### config.mk
export PLATFORM = sky130hd
export DESIGN_NAME = txbuf_wr_addr_gen
export DESIGN_NICKNAME = d
export VERILOG_FILES = /design/src/rtl/txw_pkg.sv /design/src/rtl/txw_cfg_regs.sv /design/src/rtl/txw_addr_step.sv /design/src/rtl/txw_byte_counter.sv /design/src/rtl/txbuf_wr_addr_gen.sv
export SDC_FILE = /design/constraint.sdc
export NUM_CORES = 1
export LEC_CHECK = 0
export ABC_AREA = 1
export BUFFER_PORTS_ARGS = -buffer_cell sky130_fd_sc_hd__buf_4
export CELL_PAD_IN_SITES_DETAIL_PLACEMENT = 1
export CELL_PAD_IN_SITES_GLOBAL_PLACEMENT = 1
export CORE_MARGIN = 2
export CORE_UTILIZATION = 37
export DETAILED_ROUTE_END_ITERATION = 8
export GPL_TIMING_DRIVEN = 0
export PLACE_DENSITY_LB_ADDON = 0.1
export SLEW_MARGIN = 40
export SYNTH_ARGS = -nofsm -noshare
export SYNTH_HDL_FRONTEND = slang
export SYNTH_SLANG_ARGS = --single-unit
### constraint.sdc
create_clock -name clk_i -period 1.8 [get_ports clk_i]
set_input_delay 0.18 -clock clk_i [delete_from_list [all_inputs] [get_ports clk_i]]
set_output_delay 0.18 -clock clk_i [all_outputs]
set_load 0.03 [all_outputs]
### src/rtl/txw_pkg.sv
package txw_pkg;
  localparam int PAGE_W = 8;
  localparam int OFF_W  = 8;
  localparam int ADDR_W = PAGE_W + OFF_W;

  typedef struct packed {
    logic [PAGE_W-1:0] page;
    logic [OFF_W-1:0]  off;
  } buf_addr_t;
endpackage

### src/rtl/txw_cfg_regs.sv
module txw_cfg_regs
  import txw_pkg::*;
#(
  parameter logic [PAGE_W-1:0] RX_START_RST = 8'h4C
) (
  input  logic              clk_i,
  input  logic              rst_ni,
  input  logic              rx_start_wr_i,
  input  logic [PAGE_W-1:0] rx_start_page_i,
  input  logic              ring_wr_i,
  input  logic              ring_en_i,
  output logic [PAGE_W-1:0] rx_start_o,
  output logic              ring_en_o
);
  always_ff @(posedge clk_i or negedge rst_ni) begin
    if (!rst_ni) begin
      rx_start_o <= RX_START_RST;
      ring_en_o  <= 1'b0;
    end else begin
      if (rx_start_wr_i) rx_start_o <= rx_start_page_i;
      if (ring_wr_i)     ring_en_o  <= ring_en_i;
    end
  end

  a_r9_ring_latch: assert property (@(posedge clk_i) disable iff (!rst_ni)
    ring_wr_i |=> ring_en_o == $past(ring_en_i));
endmodule

### src/rtl/txw_addr_step.sv
module txw_addr_step
  import txw_pkg::*;
#(
  parameter logic [PAGE_W-1:0] TX_FIRST_PAGE = 8'h40
) (
  input  buf_addr_t         cur_i,
  input  logic              ring_en_i,
  input  logic [PAGE_W-1:0] rx_start_i,
  output buf_addr_t         nxt_o
);
  logic [PAGE_W-1:0] page_inc;
  logic              carry;

  always_comb begin
    carry        = &cur_i.off;
    page_inc     = cur_i.page + PAGE_W'(1);
    nxt_o.off    = cur_i.off + OFF_W'(1);
    nxt_o.page   = cur_i.page;
    if (carry) begin
      // ring: entering the receive-start page folds back to the tx area
      if (ring_en_i && page_inc == rx_start_i) nxt_o.page = TX_FIRST_PAGE;
      else                                     nxt_o.page = page_inc;
    end
  end
endmodule

### src/rtl/txw_byte_counter.sv
module txw_byte_counter #(
  parameter int CNT_W = 16
) (
  input  logic             clk_i,
  input  logic             rst_ni,
  input  logic             load_i,
  input  logic [CNT_W-1:0] cnt_i,
  input  logic             dec_i,
  output logic             done_o
);
  logic [CNT_W-1:0] cnt_q;

  always_ff @(posedge clk_i or negedge rst_ni) begin
    if (!rst_ni)    cnt_q <= '0;
    else if (load_i) cnt_q <= cnt_i;
    else if (dec_i)  cnt_q <= cnt_q - CNT_W'(1);
  end

  assign done_o = (cnt_q == '0);

  a_r5_count_dec: assert property (@(posedge clk_i) disable iff (!rst_ni)
    (dec_i && !load_i) |=> cnt_q == $past(cnt_q) - CNT_W'(1));
  a_r5_no_underflow: assert property (@(posedge clk_i) disable iff (!rst_ni)
    dec_i |-> cnt_q != '0);
endmodule

### src/rtl/txbuf_wr_addr_gen.sv
module txbuf_wr_addr_gen
  import txw_pkg::*;
#(
  parameter int                CNT_W         = 16,
  parameter int                DATA_W        = 8,
  parameter logic [PAGE_W-1:0] TX_FIRST_PAGE = 8'h40,
  parameter logic [PAGE_W-1:0] RX_START_RST  = 8'h4C
) (
  input  logic              clk_i,
  input  logic              rst_ni,
  input  logic              load_i,
  input  logic [ADDR_W-1:0] start_addr_i,
  input  logic [CNT_W-1:0]  byte_cnt_i,
  input  logic              rx_start_wr_i,
  input  logic [PAGE_W-1:0] rx_start_page_i,
  input  logic              ring_wr_i,
  input  logic              ring_en_i,
  input  logic              wr_strobe_i,
  input  logic [DATA_W-1:0] wr_data_i,
  output logic [ADDR_W-1:0] mem_addr_o,
  output logic              mem_we_o,
  output logic [DATA_W-1:0] mem_data_o,
  output logic              done_o
);
  localparam buf_addr_t RST_ADDR = '{page: TX_FIRST_PAGE, off: '0};

  buf_addr_t         addr_q, addr_nxt;
  logic [PAGE_W-1:0] rx_start;
  logic              ring_en;
  logic              accept;

  txw_cfg_regs #(.RX_START_RST(RX_START_RST)) i_cfg (
    .clk_i, .rst_ni, .rx_start_wr_i, .rx_start_page_i,
    .ring_wr_i, .ring_en_i,
    .rx_start_o (rx_start),
    .ring_en_o  (ring_en)
  );

  txw_addr_step #(.TX_FIRST_PAGE(TX_FIRST_PAGE)) i_step (
    .cur_i      (addr_q),
    .ring_en_i  (ring_en),
    .rx_start_i (rx_start),
    .nxt_o      (addr_nxt)
  );

  txw_byte_counter #(.CNT_W(CNT_W)) i_cnt (
    .clk_i, .rst_ni,
    .load_i (load_i),
    .cnt_i  (byte_cnt_i),
    .dec_i  (accept && !load_i),
    .done_o (done_o)
  );

  assign accept = wr_strobe_i && !done_o;

  always_ff @(posedge clk_i or negedge rst_ni) begin
    if (!rst_ni)     addr_q <= RST_ADDR;
    else if (load_i) addr_q <= buf_addr_t'(start_addr_i);
    else if (accept) addr_q <= addr_nxt;
  end

  assign mem_addr_o = addr_q;
  assign mem_we_o   = accept;
  assign mem_data_o = wr_data_i;

  a_r6_no_we_when_done: assert property (@(posedge clk_i) disable iff (!rst_ni)
    done_o |-> !mem_we_o);
  a_r6_hold_when_done: assert property (@(posedge clk_i) disable iff (!rst_ni)
    (done_o && !load_i) |=> $stable(mem_addr_o));
  a_r3_step_in_page: assert property (@(posedge clk_i) disable iff (!rst_ni)
    (accept && !load_i && addr_q.off != '1) |=> mem_addr_o == $past(mem_addr_o) + ADDR_W'(1));
  a_r4_ring_wrap: assert property (@(posedge clk_i) disable iff (!rst_ni)
    (accept && !load_i && ring_en && addr_q.off == '1 && addr_q.page == rx_start - PAGE_W'(1))
    |=> mem_addr_o == ADDR_W'(RST_ADDR));
  a_r8_top_wrap: assert property (@(posedge clk_i) disable iff (!rst_ni)
    (accept && !load_i && !ring_en && mem_addr_o == '1) |=> mem_addr_o == '0);
  a_r2_load: assert property (@(posedge clk_i) disable iff (!rst_ni)
    load_i |=> mem_addr_o == $past(start_addr_i));
endmodule

==> metrics.yaml <==
clocking:
  cts_max_level: 2
  clk_pin_slew_ns: 0.09
  insertion_delay_ns: 0.31
  cts_tree: "done"
  cts_inserted_buffers: 5
  clk_path_buf_depth: 2
  clock_sinks: 41
  clockRootBuffer: "clkbuf_8"
job:
  cap_violations: 0
synthesis:
  synth_top_family_by_area: "simple AND/OR/NAND/NOR gates"
  netlist-cell-type-count: 30
  syn_area_um2: 2820
  avgSynthCellArea_um2: 7.15
  ys_warn_count: 0
  ys_ff_latch: 41
  synthMuxAreaShare_pct: 0.800
  synth_compound_area_share_pct: 9.51
  synthAdderAreaFrac_pct: 1.78
  syn_inst: 394
  yosysSeqAreaShare_pct: 36.6
  synth_fp_nets: 453
  synthSimpleGateAreaFrac_pct: 36.2
  synth_xor_area_share_pct: 4.98
routing:
  wl_per_cell_um: 16.1
  ant_nets: 0
  drt_first_pass_iters: 4
  wl_um: 9650
  drtIter0Drc: 119
  vias: 3039
  viasPerCell: 5.08
  drc: 0
floorplan:
  die_area_um2: 8320
  chipWidth_um: 91.2
  rows: 31
  floorplan.io_pins: 81
  initial_core_util_pct: 38.6
  die_h_um: 91.2
  coreArea_um2: 7290
run_status:
  status: "finished, violations left"
  failed_checks: "negative setup slack"
worst_hold_path:
  hold_start: "rx_start_page_i[6]"
  hp-class: "input pin to register"
  whs_endpoint: "i_cfg.rx_start_o[6]$_DFFE_PN1P_"
  hold_depth: 3
power:
  vdd_drop_max_uv: 323
  power_w: 0.00303
  p_per_area_nw_per_um2: 743
  p_leak_nw: 1.99
setup_path:
  cp.arrival_ns: 1.67
  crit_buf_inv: 3
  r2r_end: "mem_addr_o[11]$_DFFE_PN0P_"
  cpPeakStageDelay_ns: 0.39
  cp_slowest_cell: "dfrtp_1"
  crit_family: "simple AND/OR/NAND/NOR gates"
  cpMostUsedCell: "inv_2"
  crit_path_cell_trace: "inv_2 -> ha_4 -> inv_2 -> nor2_1 -> nand4_1 -> nor3_4 -> nor2_4 -> buf_6"
  crit_path_start_kind: "register"
  r2r_slack_ns: 0.05
  rr_startpoint: "mem_addr_o[0]$_DFFE_PN0P_"
  crit_type: "register to output pin"
  required_ns: 1.62
  end_kind: "output pin"
  cp_max_fo: 4
  r2r_cells: 10
cells_and_area:
  nets: 557
  drive_above_1_share_pct: 39.3
  n_antenna_cell: 0
  area_delta_synth_final_pct: 45.0
  fillers: 962
  final_common_cell: "nand2_1"
  post-route-util_pct: 56.0
  mostFrequentLayoutCells: "118 x nand2_1, 100 x buf_4, 41 x nand3_1, 39 x inv_1, 30 x dfrtp_1"
timing:
  worst_slack_ns: -0.0461
  finalCriticalPeriod_ns: 1.85
  slew_viol_final: 0
  period_share_pct: 103
  finalSetupTns_ns: -0.0461
  setup_viol: 1
  rsz0062_at_grt: "true"
  worst_pin_slew_ns: 0.651
  relSlewSlack_pct: 56.6
  skew_ns: 0.00849
  hold_viol: 0
  max_freq_ghz: 0.542
global_route:
  grt_max_degree: 42
  grt_overflow_total: 0
  grt_pass1_vias: 3069
  grt_pass1_wl_um: 14800
  track_usage_pct: 22.1
  antenna_found_initial: 0
place:
  port_buffers: 72
  hpwlAfterDp_um: 6440
  gp_congestion: 0.798
[synthesized netlist by cell type]
master      n  area [µm²]
nand2_1   131         492
nand3_1    47         235
inv_1      44         165
dfrtp_1    37         926
nor2_1     34         128
o21ai_0    12        60.1
xor2_1     10        87.6
buf_4       9        67.6
o211ai_1    9        67.6
o211ai_2    9         113
xnor2_1     6        52.6
clkbuf_1    5        18.8
dfstp_2     4         105
ha_1        4        50.1
nand4_1     4        25.0
nor3_1      4        20.0
nand2_2     3        18.8
nor2_2      3        18.8
nor2_4      3        33.8
buf_6       2        22.5
inv_2       2        7.51
mux2_2      2        22.5
nor3_2      2        20.0
o21bai_1    2        15.0
a31oi_1     1        6.26
clkinv_1    1        3.75
nand2_4     1        11.3
nand3_2     1        10.0
o22ai_1     1        6.26
or2_2       1        6.26
[cells by family (layout without fill, tap and decap cells)]
family,count (synthesis),in the layout
simple gates,234,234
buf+inv,63,168
flops,41,41
compound gates,34,34
xor+xnor,16,16
fa+ha+maj,4,4
mux,2,2
[worst register-to-register path, stage by stage (launching register included)]
cell     delay (ns)
dfrtp_1        0.37
ha_2           0.19
nand2_2        0.08
nor2_4         0.16
nand3_4        0.09
nor3_4         0.22
nand4_1        0.16
buf_6          0.19
nor2_4         0.09
nand2_2        0.06
nand2_1        0.07
[sequential cells by signal, summed over array words and instances, names as in the netlist]
name	flops
i_cnt.cnt_q	16
i_cfg.ring_en_o	1
mem_addr_o	16
i_cfg.rx_start_o	8
[timing repair]
item | CTS | global route
setup buffers | 10 | 13
gates resized for setup | 21 | 52
gates cloned | 0 | 1
setup endpoints to repair | 13 | 33
hold buffers | 1 | 0
endpoints found under the hold margin | 37 | 0
pin swaps | 11 | 15
[power by group]
group / internal (W) / switching, W / total (W)
sequential: 0.00103 / 0.000118 / 0.00115
clock: 0.000552 / 0.000378 / 0.000930
combinational: 0.000404 / 0.000552 / 0.000957
total: 0.00199 / 0.00105 / 0.00303
[through the flow]
stage	hold slack (ns)	worst slack (ns)	cell area (µm²)	instances
finish	0.0828	-0.0461	4080	598
global route	0.0827	-0.153	4080	598
CTS	0.0836	-0.0212	3790	584
detailed placement	0.219	-0.214	3490	565
global placement	0.219	-0.119	3490	565
floorplan	-0.116	0.0172	2830	394
[cell type report]
cell class | instances | area [µm²] | area share (%)
buffer | 16 | 116 | 2.85
clock buffer | 5 | 68.8 | 1.69
clock inverter | 3 | 65.1 | 1.59
inverter | 47 | 181 | 4.45
multi-input combinational | 290 | 1730 | 42.3
sequential | 41 | 1040 | 25.5
tap | 99 | 124 | 3.03
timing repair buffer | 97 | 759 | 18.6
[worst max path at each step]
stage / startpoint / end / slack (ns) / cells after the start
finish: i_cnt.cnt_q[0]$_DFFE_PN0P_ / mem_we_o / -0.05 / 8
global route: i_cnt.cnt_q[0]$_DFFE_PN0P_ / mem_we_o / -0.15 / 8
CTS: i_cnt.cnt_q[0]$_DFFE_PN0P_ / mem_we_o / -0.02 / 8
detailed placement: mem_addr_o[0]$_DFFE_PN0P_ / mem_addr_o[8]$_DFFE_PN0P_ / -0.21 / 9
global placement: mem_addr_o[0]$_DFFE_PN0P_ / mem_addr_o[13]$_DFFE_PN0P_ / -0.12 / 9
floorplan: i_cnt.cnt_q[0]$_DFFE_PN0P_ / mem_addr_o[0]$_DFFE_PN0P_ / 0.02 / 9
[layer usage]
metal / vias up / global-route usage, % / wire length, µm
li1: 1460 / - / -
met3: 11 / 4.23 / 464
met4: 0 / 6.44 / 138
met5: - / 0 / 0
met2: 81 / 36.4 / 4720
met1: 1487 / 29.4 / 4330
No activity file was read; power rests on OpenSTA's default activity.
